===== src/rtl/rblr_pkg.sv =====
// Shared types for the burst and loopback router.
package rblr_pkg;
    // How the data words of the current message are handled.
    typedef enum logic [2:0] {
        RT_IDLE,   // no message, words ignored
        RT_DRX,    // receive, each word written to host at once
        RT_DTX,    // transmit, each word read from host
        RT_BRX,    // receive, held in FIFO for a burst
        RT_WRX,    // loopback receive into FIFO
        RT_WTX     // loopback transmit out of FIFO
    } route_e;
endpackage


===== src/rtl/rblr_fifo.sv =====
// Word FIFO with synchronous flush.
// Assumes DEPTH is a power of two; flush overrides push and pop.
module rblr_fifo #(
    parameter int W     = 16,
    parameter int DEPTH = 32,
    localparam int AW   = $clog2(DEPTH),
    localparam int CW   = AW + 1
) (
    input  logic          clk,
    input  logic          rst_n,
    input  logic          flush,
    input  logic          push,
    input  logic [W-1:0]  din,
    input  logic          pop,
    output logic [W-1:0]  dout,
    output logic [CW-1:0] count,
    output logic          empty
);
    logic [W-1:0]  mem [DEPTH];
    logic [AW-1:0] wp, rp;
    logic          full;

    assign dout  = mem[rp];
    assign empty = (count == '0);
    assign full  = (count == CW'(DEPTH));

    // Storage write; contents need no reset.
    always_ff @(posedge clk) begin
        if (push && !flush) mem[wp] <= din;
    end

    // Pointer and occupancy update.
    always_ff @(posedge clk) begin
        if (!rst_n || flush) begin
            wp    <= '0;
            rp    <= '0;
            count <= '0;
        end else begin
            if (push) wp <= wp + AW'(1);
            if (pop)  rp <= rp + AW'(1);
            count <= count + CW'(push) - CW'(pop);
        end
    end

    AST_NO_OVERFLOW:  assert property (@(posedge clk) disable iff (!rst_n) (push && !flush) |-> !full);
    AST_NO_UNDERFLOW: assert property (@(posedge clk) disable iff (!rst_n) (pop && !flush) |-> !empty);
endmodule


===== src/rtl/rblr_classify.sv =====
// Decides the route and data-word count of a message from its command fields.
// Purely combinational; sampled by the top on msg_start.
module rblr_classify
    import rblr_pkg::*;
#(
    parameter int SA_W    = 5,
    parameter int WC_W    = 5,
    parameter int CNT_W   = 6,
    parameter int LOOP_SA = 30,
    parameter int MODE_SA = 31
) (
    input  logic [SA_W-1:0]  sa,
    input  logic             is_tx,
    input  logic [WC_W-1:0]  wc,
    input  logic             burst_en,
    input  logic             wrap_en,
    input  logic             proto_b,
    output route_e           route,
    output logic [CNT_W-1:0] n_words
);
    logic mode, loop;

    // Mode-code detection, word count and route choice.
    always_comb begin
        mode = (sa == '0) || (proto_b && sa == SA_W'(MODE_SA));
        loop = wrap_en && !mode && (sa == SA_W'(LOOP_SA));
        if (mode)
            n_words = (proto_b && wc[WC_W-1]) ? CNT_W'(1) : '0;
        else if (wc == '0)
            n_words = CNT_W'(1) << WC_W;
        else
            n_words = CNT_W'(wc);
        if (loop)
            route = is_tx ? RT_WTX : RT_WRX;
        else if (is_tx)
            route = RT_DTX;
        else if (burst_en && !mode)
            route = RT_BRX;
        else
            route = RT_DRX;
    end
endmodule


===== src/rtl/rx_burst_loop_router.sv =====
// Routes data words of one message at a time between the message engine,
// an internal FIFO and a request/acknowledge host port.
// Assumes: msg_start only when no host transfer is outstanding; in the direct
// receive path a word is acknowledged before the next arrives; msg_start,
// rx_valid and msg_end never coincide.
module rx_burst_loop_router
    import rblr_pkg::*;
#(
    parameter int DATA_W  = 16,
    parameter int DEPTH   = 32,
    parameter int SA_W    = 5,
    parameter int LOOP_SA = 30,
    parameter int MODE_SA = 31,
    localparam int WC_W   = $clog2(DEPTH),
    localparam int CNT_W  = WC_W + 1
) (
    input  logic              clk,
    input  logic              rst_n,
    input  logic              cfg_burst_en,
    input  logic              cfg_wrap_en,
    input  logic              cfg_proto_b,
    input  logic              msg_start,
    input  logic [SA_W-1:0]   msg_sa,
    input  logic              msg_tx,
    input  logic [WC_W-1:0]   msg_wc,
    input  logic              rx_valid,
    input  logic [DATA_W-1:0] rx_data,
    input  logic              msg_end,
    input  logic              msg_err,
    output logic              tx_valid,
    output logic [DATA_W-1:0] tx_data,
    input  logic              tx_take,
    output logic              wrap_underflow,
    output logic              host_req,
    output logic              host_write,
    output logic [DATA_W-1:0] host_wdata,
    input  logic [DATA_W-1:0] host_rdata,
    input  logic              host_ack
);
    route_e             cls_route, route_q;
    logic [CNT_W-1:0]   cls_n, left_q;
    logic               wr_pend_q, drain_q, rd_pend_q, txv_q, unf_q;
    logic [DATA_W-1:0]  wr_data_q, txd_q;

    logic               fifo_flush, fifo_push, fifo_pop, fifo_empty;
    logic [DATA_W-1:0]  fifo_dout;
    logic [CNT_W-1:0]   fifo_count;
    logic               rx_take, wtx_load, dtx_fill, rd_issue, fifo_rx;

    rblr_classify #(
        .SA_W(SA_W), .WC_W(WC_W), .CNT_W(CNT_W),
        .LOOP_SA(LOOP_SA), .MODE_SA(MODE_SA)
    ) u_classify (
        .sa(msg_sa), .is_tx(msg_tx), .wc(msg_wc),
        .burst_en(cfg_burst_en), .wrap_en(cfg_wrap_en), .proto_b(cfg_proto_b),
        .route(cls_route), .n_words(cls_n)
    );

    rblr_fifo #(.W(DATA_W), .DEPTH(DEPTH)) u_fifo (
        .clk(clk), .rst_n(rst_n), .flush(fifo_flush),
        .push(fifo_push), .din(rx_data), .pop(fifo_pop),
        .dout(fifo_dout), .count(fifo_count), .empty(fifo_empty)
    );

    // Per-cycle word events derived from the current route.
    always_comb begin
        fifo_rx    = (route_q == RT_BRX) || (route_q == RT_WRX);
        rx_take    = rx_valid && (left_q != '0) &&
                     (fifo_rx || route_q == RT_DRX);
        wtx_load   = (route_q == RT_WTX) && (left_q != '0) && !txv_q;
        rd_issue   = (route_q == RT_DTX) && (left_q != '0) && !txv_q && !rd_pend_q;
        dtx_fill   = rd_pend_q && host_ack && (route_q == RT_DTX);
        fifo_push  = rx_take && fifo_rx;
        fifo_pop   = (drain_q && host_ack) || (wtx_load && !fifo_empty);
        fifo_flush = (msg_start && (cls_route == RT_BRX || cls_route == RT_WRX)) ||
                     (msg_end && msg_err && fifo_rx);
    end

    // Host port: one source active at a time.
    assign host_req   = wr_pend_q || drain_q || rd_pend_q;
    assign host_write = !rd_pend_q;
    assign host_wdata = drain_q ? fifo_dout : wr_data_q;
    assign tx_valid       = txv_q;
    assign tx_data        = txd_q;
    assign wrap_underflow = unf_q;

    // Message route and remaining-word counter.
    always_ff @(posedge clk) begin
        if (!rst_n) begin
            route_q <= RT_IDLE;
            left_q  <= '0;
        end else if (msg_start) begin
            route_q <= cls_route;
            left_q  <= cls_n;
        end else if (msg_end) begin
            route_q <= RT_IDLE;
            left_q  <= '0;
        end else if (rx_take || wtx_load || dtx_fill) begin
            left_q  <= left_q - CNT_W'(1);
        end
    end

    // Direct receive: one-word holding register toward the host.
    always_ff @(posedge clk) begin
        if (!rst_n) begin
            wr_pend_q <= 1'b0;
            wr_data_q <= '0;
        end else if (rx_take && route_q == RT_DRX) begin
            wr_pend_q <= 1'b1;
            wr_data_q <= rx_data;
        end else if (wr_pend_q && host_ack) begin
            wr_pend_q <= 1'b0;
        end
    end

    // Burst drain: request held until the FIFO is empty.
    always_ff @(posedge clk) begin
        if (!rst_n)
            drain_q <= 1'b0;
        else if (msg_end && !msg_err && route_q == RT_BRX && !fifo_empty)
            drain_q <= 1'b1;
        else if (drain_q && host_ack && fifo_count == CNT_W'(1))
            drain_q <= 1'b0;
    end

    // Direct transmit: host read outstanding.
    always_ff @(posedge clk) begin
        if (!rst_n)
            rd_pend_q <= 1'b0;
        else if (rd_issue)
            rd_pend_q <= 1'b1;
        else if (rd_pend_q && host_ack)
            rd_pend_q <= 1'b0;
    end

    // Transmit word register toward the engine.
    always_ff @(posedge clk) begin
        if (!rst_n) begin
            txv_q <= 1'b0;
            txd_q <= '0;
        end else if (msg_start || msg_end) begin
            txv_q <= 1'b0;
        end else if (tx_take && txv_q) begin
            txv_q <= 1'b0;
        end else if (wtx_load) begin
            txv_q <= 1'b1;
            txd_q <= fifo_empty ? '0 : fifo_dout;
        end else if (dtx_fill) begin
            txv_q <= 1'b1;
            txd_q <= host_rdata;
        end
    end

    // Loopback underflow flag, cleared per message.
    always_ff @(posedge clk) begin
        if (!rst_n)
            unf_q <= 1'b0;
        else if (msg_start)
            unf_q <= 1'b0;
        else if (wtx_load && fifo_empty)
            unf_q <= 1'b1;
    end

    AST_REQ_HOLD: assert property (@(posedge clk) disable iff (!rst_n)
        (host_req && !host_ack) |=> (host_req && $stable(host_write) && (!host_write || $stable(host_wdata))));
    AST_BURST_CONTIG: assert property (@(posedge clk) disable iff (!rst_n)
        (drain_q && !(host_ack && fifo_count == CNT_W'(1))) |=> host_req);
    AST_BURST_QUIET: assert property (@(posedge clk) disable iff (!rst_n)
        (route_q == RT_BRX) |-> !host_req);
    AST_LOOP_NO_HOST: assert property (@(posedge clk) disable iff (!rst_n)
        (route_q == RT_WRX || route_q == RT_WTX) |-> !host_req);
    AST_UNF_SOURCE: assert property (@(posedge clk) disable iff (!rst_n)
        $rose(wrap_underflow) |-> $past(route_q == RT_WTX));
    AST_START_IDLE: assert property (@(posedge clk) disable iff (!rst_n)
        msg_start |-> (!drain_q && !wr_pend_q && !rd_pend_q));
    AST_NO_WR_OVERRUN: assert property (@(posedge clk) disable iff (!rst_n)
        (rx_take && route_q == RT_DRX) |-> (!wr_pend_q || host_ack));
endmodule


===== config.mk =====
export PLATFORM = sky130hd
export DESIGN_NAME = rx_burst_loop_router
export DESIGN_NICKNAME = d
export VERILOG_FILES = /design/src/rtl/rblr_pkg.sv /design/src/rtl/rblr_fifo.sv /design/src/rtl/rblr_classify.sv /design/src/rtl/rx_burst_loop_router.sv
export SDC_FILE = /design/constraint.sdc
export NUM_CORES = 1
export LEC_CHECK = 0
export ABC_AREA = 1
export BUFFER_PORTS_ARGS = -buffer_cell sky130_fd_sc_hd__buf_2
export CORE_ASPECT_RATIO = 1.1
export CORE_MARGIN = 2
export CORE_UTILIZATION = 38
export DETAILED_ROUTE_END_ITERATION = 8
export SYNTH_ARGS = -nofsm -noshare
export SYNTH_HDL_FRONTEND = slang
export SYNTH_HIERARCHICAL = 1
export SYNTH_SLANG_ARGS = --single-unit

===== constraint.sdc =====
create_clock -name clk -period 5.71 [get_ports clk]
set_clock_uncertainty 0.15 [all_clocks]
set_input_delay 0.571 -clock clk [delete_from_list [all_inputs] [get_ports clk]]
set_output_delay 0.571 -clock clk [all_outputs]
set_load 0.02 [all_outputs]

==> metrics.md, run 1 <==
| Metric | Value |
|---|---|
| Status | `complete, no violations` |
| Area leader, netlist | `edfxtp_1` |
| Routed vias/inst | `5.15` |
| Clk slew on worst S/H paths | `0.06 ns` |
| Pwr dens | `312 nW/um2` |
| Crit-path cells | `inv_4 -> buf_12 -> nand3_1 -> nand3_1 -> nand2_1 -> nand2_1 -> nand2_1 -> nand2_1 -> nand2_1 -> nand2_1 -> o21ai_0 -> buf_2` |
| Routability Congestion | `0.858` |
| IO buf count | `89` |
| Drt first pass iters | `7` |
| Fin Hold WS | `0.113 ns` |
| Synth unique cells | `35` |
| Tot GR Track Use | `19.6%` |
| GRT Residual Overflow | `0` |
| Synth Instances | `2,341` |
| Critical Path Sink Type | `output port` |
| Initial antenna violation count | `1` |
| Initial drt markers | `1,670` |
| Final cell count without fillers | `3,306` |
| Max incr delay on CP | `0.81 ns` |
| Total Nets Final | `2,482` |
| First-pass GRT wire length | `99.2 mm` |
| Routed Wire Length | `65.4 mm` |
| Seq/Total Area, Yosys | `67.9%` |
| Clock buffer depth | `3` |
| Fin. Hold Viols | `0` |
| Drt wl/cell | `19.8 um` |
| Syn Std Cell Area | `24,600 um2` |
| Design area | `27,500 um2` |
| Worst setup path class | `register to output port` |
| Hold crit path type | `primary input to register` |
| P&R area growth vs syn | `12.0%` |
| Post-Syn Nets | `2,411` |
| Final critical-path required period | `4.46 ns` |
| Final WS setup | `1.25 ns` |
| RSZ-0062 raised after global routing | `false` |
| Startpoint types | `register` |
| Vias in the first global route | `16.4k` |
| Share of the synthesized area in the top cell type | `62.5%` |
| Critical path arrival | `3.74 ns` |
| VDD IR max | `0.000222 V` |
| Worst EP required | `4.99 ns` |
| Warnings, synthesis | `6` |
| Post-CTS setup buffers | `0` |
| Clk sink count | `579` |
| Placed Area | `25,600 um2` |
| Via count | `17.0k` |
| Synthesized area per cell | `10.5 um2` |
| Worst Tran Pin Value | `1.25 ns` |
| Number of CTS-inserted buffers | `59` |
| Critical path peak fanout | `97` |
| Clock latency on the worst-skew pair | `0.63 ns` |
| #FFs+latches synth | `579` |
| Die width | `247 um` |
| Hold Buf Count CTS | `0` |
| Initial core utilization | `38.5%` |
| Leakage | `10.4 nW` |
| Share of layout cells above drive strength 1 | `9.83%` |
| TNS Setup | `0 ns` |
| Final setup violation count | `0` |
| Number of gates resized after CTS | `0` |
| Cell Rows | `97` |
| Post-layout util | `43.2%` |
| Commonest non-fill, non-tap cell in the layout | `nand2_1` |
| Clk root buf | `clkbuf_16` |
| Die Footprint | `66,800 um2` |
| Antenna Violating Nets Remaining | `0` |
| Post-DP HPWL | `37.5 mm` |
| H-tree depth | `2` |
| Place WS | `1.90 ns` |
| Largest net degree at the start of global routing | `114` |
| Placeable Area | `63,800 um2` |
| Final period utilization | `78.1%` |
| Residual DRC | `0` |
| Fmax | `224 MHz` |
| TritonCTS clock tree | `built` |
| Max-cap viol count | `0` |
| Inst Count DP | `3,192` |
| Most frequent cells in the layout | `883 x nand2_1, 512 x edfxtp_1, 413 x nand3_1, 107 x nor2_1, 91 x inv_1` |
| Slowest CP cell | `dfxtp_4` |
| Slew HR | `16.6%` |
| Die H | `271 um` |
| Area contributors post-synth | `edfxtp_1 62%, nand2_1 13%, nand3_1 8.4%` |
| Fin. max-slew vios | `0` |
| # IOs | `90` |
| Power consumption | `8.60 mW` |
| Most used cell, CP | `nand2_1` |
-- synthesized netlist by cell type, drive strengths merged --
library cell / instances
nor4: 1
a21oi: 34
clkbuf: 23
fa: 1
nand2: 887
nand4: 2
a21o: 1
a32o: 1
o211ai: 1
inv: 95
nor2: 114
a31oi: 4
o31ai: 1
nor3: 11
a211oi: 1
buf: 103
ha: 15
dfxtp: 67
nand3: 415
xnor2: 2
edfxtp: 512
o22ai: 1
nand3b: 2
o21ai: 47
-- worst paths after layout --
path	startpoint	to	slack, ns	cells after the start
setup / recovery	register	host_wdata[10]	1.25	12
hold / removal	host_ack	rd_pend_q	0.11	4
setup reg to reg	u_fifo/count[2]	u_fifo/count[4]	2.15	13
hold reg to reg	wr_data_q[8]	wr_data_q[8]	0.30	2
-- registers in the layout, summed over array words and instances (netlist names), named ones only --
register,count
tx_valid,1
u_fifo/wp,5
u_fifo/count,6
rd_pend_q,1
u_fifo/rp,5
tx_data,16
wr_data_q,16
left_q,6
drain_q,1
route_q,3
wr_pend_q,1
wrap_underflow,1
u_fifo/mem,512
-- kinds of logic (layout without fill, tap and decap cells) --
family / after synthesis / after routing / share of synthesized area [%]
other: 0 / 2 / 0
and+or+nand+nor: 1432 / 1432 / 24.3
xor gates and xnor gates: 2 / 2 / 0.0712
adders and majority gates: 16 / 16 / 0.844
AOI/OAI and AO/OA: 91 / 91 / 1.94
buffers and inverters: 221 / 343 / 4.89
DFF: 579 / 579 / 67.9
-- metal layers --
metal	up-vias	global-route usage [%]	share of wire [%]
met3	125	2.88	5.5
met4	0	6.80	3.4
met2	520	33.0	49
met1	8300	25.7	42
met5	-	0	0
li1	8087	-	-
-- worst max-delay path, delay by kind of cell, from the launching register on --
family                 cells  cell delay (ns)
flip-flops                 1             0.81
AO/OA/AOI/OAI              1             0.09
buffers and inverters      3             1.23
AND/OR/NAND/NOR            8             0.84
-- power by group --
group	switching [mW]	internal [mW]	leakage (nW)
sequential	0.00709	4.61	5.14
clock	1.62	2.17	0.922
combinational	0.152	0.0451	4.33
total	1.78	6.82	10.4
-- cell type report --
type	instances	area (um2)
clock inverter	38	330
antenna	2	5.00
multi-input combinational	1541	6680
fill	6026	36300
inverter	95	365
clock buffer	74	1560
tap	841	1050
timing repair buffer	136	823
sequential	579	16700
(Power assumes the default switching activity.)
==> run 2, diff against run 1 <==
--- a/config.mk
+++ b/config.mk
@@ -5,7 +5,7 @@
 export SDC_FILE = /design/constraint.sdc
 export NUM_CORES = 1
 export LEC_CHECK = 0
-export ABC_AREA = 1
+export ABC_AREA = 0
 export BUFFER_PORTS_ARGS = -buffer_cell sky130_fd_sc_hd__buf_2
 export CORE_ASPECT_RATIO = 1.1
 export CORE_MARGIN = 2
==> constraint.sdc (replaced) <==
create_clock -name clk -period 4.05 [get_ports clk]
set_clock_uncertainty 0.15 [all_clocks]
set_input_delay 0.405 -clock clk [delete_from_list [all_inputs] [get_ports clk]]
set_output_delay 0.405 -clock clk [all_outputs]
set_load 0.02 [all_outputs]
==> run 2 against run 1 <==
  * Synthesized cell count shrank 42%
  * Combinational power grew 31%
  * Critical endpoint is now host_wdata[3]
  * Cell count fell by 28%
  * Hold slack got worse by 0.071 ns
  * Global-route usage decreased by 1.3 points
  * Sequential power rose by 41%
  * First-iteration DRC count fell by 22%
==> metrics.md, run 2 <==
| Metric | Value |
|---|---|
| Critical path arrival | `3.31 ns (-0.43 ns)` |
| Routed Wire Length | `58.1 mm (-11%)` |
| #FFs+latches synth | `579 (unchanged)` |
| Tot GR Track Use | `18.3% (-1.3 points)` |
| Number of CTS-inserted buffers | `57 (-3.4%)` |
| Warnings, synthesis | `6 (unchanged)` |
| Power consumption | `11.9 mW (+38%)` |
| Max-cap viol count | `0 (unchanged)` |
| Pwr dens | `444 nW/um2 (+42%)` |
| Critical Path Sink Type | `output port` |
| Total Nets Final | `1,568 (-37%)` |
| Seq/Total Area, Yosys | `71.8% (+3.9 points)` |
| Die width | `240 um (-2.7%)` |
| Die Footprint | `63,200 um2 (-5.3%)` |
| Placeable Area | `60,900 um2 (-4.7%)` |
| TritonCTS clock tree | `built` |
| Initial drt markers | `1,295 (-22%)` |
| Critical path peak fanout | `23 (-76%)` |
| Drt wl/cell | `24.5 um (+24%)` |
| # IOs | `90 (unchanged)` |
| Hold crit path type | `primary input to register` |
| Clk sink count | `579 (unchanged)` |
| Post-DP HPWL | `36.7 mm (-2.2%)` |
| RSZ-0062 raised after global routing | `false` |
| Commonest non-fill, non-tap cell in the layout | `edfxtp_1` |
| Routability Congestion | `0.865 (+0.83%)` |
| Max reg flops | `512 (unchanged)` |
| Most frequent cell after synthesis | `edfxtp_1` |
| Startpoint types | `register` |
| Cell Rows | `95 (-2.1%)` |
| Clock latency on the worst-skew pair | `0.61 ns (-0.02 ns)` |
| Worst setup path class | `register to output port` |
| R2r setup slk | `0.66 ns (-1.49 ns)` |
| Clk root buf | `clkbuf_16` |
| Initial antenna violation count | `0 (-1)` |
| Final setup violation count | `0 (unchanged)` |
| First-pass GRT wire length | `83.9 mm (-15%)` |
| Placed Area | `24,900 um2 (-2.9%)` |
| P&R area growth vs syn | `15.0%` |
| GRT Residual Overflow | `0 (unchanged)` |
| Clock buffer depth | `3 (unchanged)` |
| Drt first pass iters | `5 (-2)` |
| Fin. max-slew vios | `0 (unchanged)` |
| Number of flops mapped to enable cells by yosys | `512 (unchanged)` |
| Fmax | `259 MHz` |
| VDD IR max | `0.000313 V (+41%)` |
| Most frequent cells in the layout | `512 x edfxtp_1, 148 x mux2i_1, 97 x a22oi_1, 89 x buf_2, 75 x nor2_1` |
| Routed vias/inst | `5.39 (+4.7%)` |
| H-tree depth | `2 (unchanged)` |
| Main synth FF type | `edfxtp_1` |
| Antenna Violating Nets Remaining | `0 (unchanged)` |
| Design area | `26,800 um2 (-2.8%)` |
| Slew HR | `23.5% (+6.9 points)` |
| TNS Setup | `0 ns (unchanged)` |
| Syn Std Cell Area | `23,300 um2 (-5.4%)` |
| Synth unique cells | `70 (+100%)` |
| Layout fillers | `5,332 (-12%)` |
| Final critical-path required period | `3.86 ns` |
| Vias in the first global route | `12.6k (-23%)` |
| Share of layout cells above drive strength 1 | `21.7% (+12 points)` |
| Area leader, netlist | `edfxtp_1` |
| Leakage | `8.53 nW (-18%)` |
| Die H | `264 um (-2.7%)` |
| Area contributors post-synth | `edfxtp_1 66%, mux2i_1 6.4%, dfxtp_1 5.8%` |
| Most flops, register | `u_fifo/mem` |
| Clk slew on worst S/H paths | `0.06 ns (about the same)` |
| Worst EP required | `3.49 ns (-1.50 ns)` |
| Post-synth ARST share | `0% (unchanged)` |
| Largest net degree at the start of global routing | `34 (-70%)` |
| Via count | `12.8k (-25%)` |
| Fin. Hold Viols | `0 (unchanged)` |
| Share of the synthesized area in the top cell type | `66.1% (+3.6 points)` |
| Synth cell count leaders | `512 x edfxtp_1, 148 x mux2i_1, 97 x a22oi_1, 76 x nor2_1, 67 x dfxtp_1` |
| Post-Syn Nets | `1,429 (-41%)` |
| Status | `complete, no violations` |
| Final period utilization | `95.4%` |
| IO buf count | `89 (unchanged)` |
| Residual DRC | `0 (unchanged)` |
| Initial core utilization | `38.2% (-0.30 points)` |
| Worst Tran Pin Value | `1.14 ns (-0.108 ns)` |
| Synth Instances | `1,359 (-42%)` |
| Synthesized area per cell | `17.1 um2 (+63%)` |
[run 2: cell types whose count changed in the layout (fill, tap and decap cells not counted), moves of 19 or more]
| cell | before | now |
|---|---|---|
| nand4_1 | 2 | 23 |
| a22oi_1 | 0 | 97 |
| a21oi_1 | 34 | 14 |
| nand3_1 | 413 | 40 |
| inv_1 | 91 | 37 |
| mux2i_1 | 0 | 148 |
| o21ai_0 | 47 | 3 |
| mux4_2 | 0 | 57 |
| nor2_1 | 107 | 75 |
| nor2b_1 | 0 | 19 |
| nand2_1 | 883 | 21 |
[run 2: cell type report]
type	count	area [um2]	share of cell area, %
tap	824	1030	3.85
timing repair buffer	159	1090	4.07
antenna	1	2.50	0.00935
inverter	39	146	0.547
clock inverter	36	284	1.06
clock buffer	70	1520	5.67
sequential	579	16700	62.5
multi-input combinational	662	5970	22.3
[run 2: metrics by stage]
step / hold slack, ns / util (%) / worst slack [ns] / std cells
after floorplan: 0.281 / - / 0.424 / 1359
after global placement: 0.290 / 40.9 / 0.639 / 2258
after detailed placement: 0.295 / 40.9 / 0.638 / 2258
after CTS: 0.00345 / 43.9 / 0.0308 / 2368
after global routing: 0.0154 / 44.0 / 0.0378 / 2369
final: 0.0422 / 44.0 / 0.186 / 2370
[run 2: where the power goes]
part	switching [mW]	total [mW]	internal, mW
Combinational	0.194	0.258	0.0635
Sequential	0.00897	6.51	6.50
Clock	2.21	5.12	2.91
[run 2: worst paths after layout]
check | from | end | depth (start not counted)
setup / recovery | register | host_wdata[3] | 9
hold / removal | host_rdata[8] | tx_data[8] | 3
setup reg to reg | left_q[0] | u_fifo/count[4] | 15
hold reg to reg | wr_pend_q | wr_pend_q | 2
[run 2: repair_timing]
| action | in CTS | in global routing |
|---|---|---|
| setup endpoints to repair | 0 | 12 |
| gates resized for setup | 0 | 1 |
| hold endpoints to repair | 5 | 0 |
| hold buffers | 4 | 0 |
| setup buffers | 0 | 1 |
[run 2: logic make-up after synthesis]
family | Yosys count | share of synthesized area (%)
muxes | 228 | 13.4
AOI/OAI and AO/OA | 170 | 5.51
and+or+nand+nor | 238 | 5.43
xor gates and xnor gates | 10 | 0.376
DFF | 579 | 71.8
adders and majority gates | 16 | 0.893
buffers and inverters | 118 | 2.51
[run 2: per-layer routing]
layer / routed length (um) / track usage, %
met1: 24100 / 24.5
met2: 27800 / 29.7
met3: 4170 / 3.32
met4: 2020 / 6.77
met5: 0 / 0
[run 2: critical path, stage by stage (launching register included)]
cell	delay, ns
dfxtp_4	0.61
buf_12	0.28
buf_12	0.22
buf_4	0.21
mux2i_1	0.29
a22oi_1	0.13
nand3_1	0.16
nand4_1	0.24
mux2_2	0.37
buf_2	0.16
==> run 3, diff against run 2 <==
--- a/config.mk
+++ b/config.mk
@@ -7,11 +7,12 @@
 export LEC_CHECK = 0
 export ABC_AREA = 0
 export BUFFER_PORTS_ARGS = -buffer_cell sky130_fd_sc_hd__buf_2
+export CAP_MARGIN = 20
 export CORE_ASPECT_RATIO = 1.1
 export CORE_MARGIN = 2
 export CORE_UTILIZATION = 38
 export DETAILED_ROUTE_END_ITERATION = 8
+export SLEW_MARGIN = 40
 export SYNTH_ARGS = -nofsm -noshare
 export SYNTH_HDL_FRONTEND = slang
-export SYNTH_HIERARCHICAL = 1
 export SYNTH_SLANG_ARGS = --single-unit
==> run 3 against run 2 <==
  * Power is 0.35% higher
  * Maximum frequency is 2.2% higher
  * Flip-flop and latch count unchanged
  * Cell count grew 5.7%
  * Combinational power down 5%
  * Non-clock buffer count is 6 lower
  * Register-to-register slack better by 0.20 ns
  * Sequential power is essentially flat
  * Global-route usage fell by 1.0 points
  * Hold slack worse by 0.0057 ns
  * Final area increased by 0.41%
  * Largest power group unchanged
==> metrics.md, run 3 <==
| Metric | Value |
|---|---|
| Sequential share of power | `54.6% (about the same)` |
| # IOs | `90 (unchanged)` |
| Drt wl/cell | `21.8 um (-11%)` |
| Area contributors post-synth | `edfxtp_1 66%, mux2i_1 12%, dfxtp_1 5.7%` |
| Largest family of logic cells by synthesized area | `multiplexers` |
| Critical path peak fanout | `30 (+30%)` |
| Commonest non-fill, non-tap cell in the layout | `edfxtp_1` |
| Critical path arrival | `3.22 ns (-0.09 ns)` |
| Internal power | `9.57 mW (+1.1%)` |
| Routed vias/inst | `5.27 (-2.3%)` |
| Leakage | `8.71 nW (+2.1%)` |
| Net Sw Power | `2.35 mW (-2.6%)` |
| P&R area growth vs syn | `15.0% (about the same)` |
| Placed Area | `24,900 um2 (+0.13%)` |
| Die H | `264 um (+0.21%)` |
| Fin. max-slew vios | `0 (unchanged)` |
| RSZ-0062 raised after global routing | `false` |
| Routability Congestion | `0.876 (+1.4%)` |
| Initial antenna violation count | `1 (+1)` |
| Share of the synthesized area in the top cell type | `65.8% (-0.29 points)` |
| Mux cell area share after synthesis | `11.7% (-1.7 points)` |
| Largest net degree at the start of global routing | `65 (+91%)` |
| Synth unique cells | `58 (-17%)` |
| Fin. Hold Viols | `0 (unchanged)` |
| Final critical-path required period | `3.78 ns (-0.0844 ns)` |
| Share of total power in the clock network | `43.4% (+0.3 points)` |
| IO buf count | `89 (unchanged)` |
| GRT Residual Overflow | `0 (unchanged)` |
| TritonCTS clock tree | `built` |
| Placeable Area | `61,000 um2 (+0.20%)` |
| Worst Tran Pin Value | `0.826 ns (-0.317 ns)` |
| Fin Hold WS | `0.0366 ns (-0.00565 ns)` |
| Clk slew on worst S/H paths | `0.06 ns (about the same)` |
| Initial core utilization | `38.3% (+0.092 points)` |
| Vias in the first global route | `13.4k (+6.1%)` |
| Worst EP required | `3.49 ns (about the same)` |
| Die Footprint | `63,500 um2 (+0.43%)` |
| Area leader, netlist | `edfxtp_1` |
| Antenna Violating Nets Remaining | `0 (unchanged)` |
| Critical Path Sink Type | `output port` |
| Number of flops mapped to enable cells by yosys | `512 (unchanged)` |
| Seq/Total Area, Yosys | `71.5% (-0.31 points)` |
| Clock latency on the worst-skew pair | `0.58 ns (-0.03 ns)` |
| #FFs+latches synth | `579 (unchanged)` |
| Simple-gate share of the synthesized area | `5.86% (+0.44 points)` |
| Clk root buf | `clkbuf_16` |
| Xor/xnor share of the synthesized area | `0.450% (+0.073 points)` |
| Power consumption | `11.9 mW (+0.35%)` |
| Antenna diodes | `0 (-1)` |
| Final period utilization | `93.3% (-2.1 points)` |
| Clock buffer depth | `3 (unchanged)` |
| Main synth FF type | `edfxtp_1` |
| Design area | `26,900 um2 (+0.41%)` |
| Post-CTS setup buffers | `0 (unchanged)` |
| First-pass GRT wire length | `82.9 mm (-1.2%)` |
| Post-Syn Nets | `1,590 (+11%)` |
| Die width | `240 um (+0.21%)` |
| Most frequent cells in the layout | `512 x edfxtp_1, 274 x mux2i_1, 128 x a22oi_1, 97 x nand2_1, 95 x nor2_1` |
| Synth cell count leaders | `512 x edfxtp_1, 274 x mux2i_1, 128 x a22oi_1, 97 x nand2_1, 96 x nor2_1` |
| Synthesized area per cell | `15.4 um2 (-10%)` |
| Post-synthesis adder-cell area fraction | `0.835% (-0.057 points)` |
| Final setup violation count | `0 (unchanged)` |
| Warnings, synthesis | `0 (-6)` |
| Syn Std Cell Area | `23,400 um2 (+0.44%)` |
| Post-DP HPWL | `34.0 mm (-7.2%)` |
| Hold Buf Count CTS | `14 (+10)` |
| Synth Instances | `1,521 (+12%)` |
| Status | `complete, no violations` |
| VDD IR max | `0.000318 V (+1.6%)` |
| R2r setup slk | `0.86 ns (+0.20 ns)` |
| Area fraction in compound gates after synthesis | `7.30% (+1.8 points)` |
| Clk sink count | `579 (unchanged)` |
| Most frequent cell after synthesis | `edfxtp_1` |
| Most flops, register | `u_fifo.mem` |
| Total Nets Final | `1,707 (+8.9%)` |
| Worst setup path class | `register to output port` |
| Pwr dens | `444 nW/um2 (about the same)` |
| Residual DRC | `0 (unchanged)` |
| Post-synth ARST share | `0% (unchanged)` |
| Slew HR | `45.0% (+21 points)` |
| Share of layout cells above drive strength 1 | `14.4% (-7.3 points)` |
| Max-cap viol count | `0 (unchanged)` |
| Hold crit path type | `primary input to register` |
| Via count | `13.2k (+3.3%)` |
| Number of gates resized after CTS | `0 (unchanged)` |
| Initial drt markers | `1,191 (-8.0%)` |
| Combinational Power Share | `2.1% (about the same)` |
| H-tree depth | `2 (unchanged)` |
| Routed Wire Length | `54.6 mm (-6.1%)` |
| Startpoint types | `register` |
| Switching fraction of total power | `19.7% (-0.59 points)` |
| TNS Setup | `0 ns (unchanged)` |
| Fmax | `265 MHz (+2.2%)` |
| Cell Rows | `95 (unchanged)` |
| Drt first pass iters | `5 (unchanged)` |
| Tot GR Track Use | `17.2% (-1.0 points)` |
| Max reg flops | `512 (unchanged)` |
| Number of CTS-inserted buffers | `54 (-5.3%)` |
[run 3: cell types whose count changed after synthesis, sizes merged, moves of 21 or more]
cell   previous run  this run
mux2i           148       274
nand2            21        98
mux4             64         0
a22oi            98       129
a21oi            16        37
nor2             76        97
[run 3: stage by stage]
stage	std cells	worst slack, ns	util (%)
floorplan	1521	1.28	-
global placement	2392	0.886	40.9
detailed placement	2392	0.851	40.9
CTS	2506	0.255	44.1
global route	2506	0.151	44.1
finish	2506	0.270	44.1
[run 3: cell families (layout without fill, tap and decap cells)]
group,after synthesis,count (layout)
buffers and inverters,114,275
AO/OA/AOI/OAI,238,238
XOR/XNOR,12,12
flip-flops,579,579
multiplexers,274,274
AND/OR/NAND/NOR,289,289
adder cells (fa/ha/maj),15,15
[run 3: path summary, 6_finish.rpt]
| path | endpoint | cells past startpoint | start |
|---|---|---|---|
| hold / removal | tx_data[10] | 3 | host_rdata[10] |
| hold reg to reg | wr_pend_q | 2 | wr_pend_q |
| setup / recovery | host_wdata[8] | 9 | register |
| setup reg to reg | u_fifo.count[4] | 16 | left_q[0] |
[run 3: critical path, cell delays in order (launching register included)]
cell and delay, ns:
dfxtp_4 0.63, buf_12 0.30, buf_4 0.22, mux2i_1 0.08, a22oi_1 0.18, nand2_1 0.07, o22ai_1 0.50, nor2_1 0.23
a21oi_1 0.22, buf_2 0.19
[run 3: power by group through the flow]
| stage | Clock, mW | Combinational [mW] | Sequential [mW] |
|---|---|---|---|
| 6_report | 5.17 | 0.246 | 6.51 |
| 3_5_place_dp | 0 | 0.237 | 6.63 |
| 5_1_grt | 5.47 | 0.270 | 6.50 |
| 2_1_floorplan | 0 | 0.0809 | 6.63 |
| 4_1_cts | 5.26 | 0.248 | 6.51 |
| 3_3_place_gp | 0 | 0.231 | 6.63 |
[run 3: per-layer routing]
| metal | track usage [%] | share of wire (%) | up-vias |
|---|---|---|---|
| met5 | 0 | 0.020 | - |
| met4 | 6.45 | 3.5 | 2 |
| met3 | 2.43 | 4.6 | 89 |
| met2 | 28.0 | 48 | 364 |
| met1 | 23.3 | 44 | 6633 |
| li1 | - | - | 6119 |
[run 3: area by class of cell]
class	instances	area (um2)
Tap cell	824	1030
Inverter	22	82.6
Multi-Input combinational cell	828	6160
Sequential cell	579	16700
Clock buffer	63	1420
Clock inverter	37	394
Timing Repair Buffer	153	1070
Fill cell	5322	34100
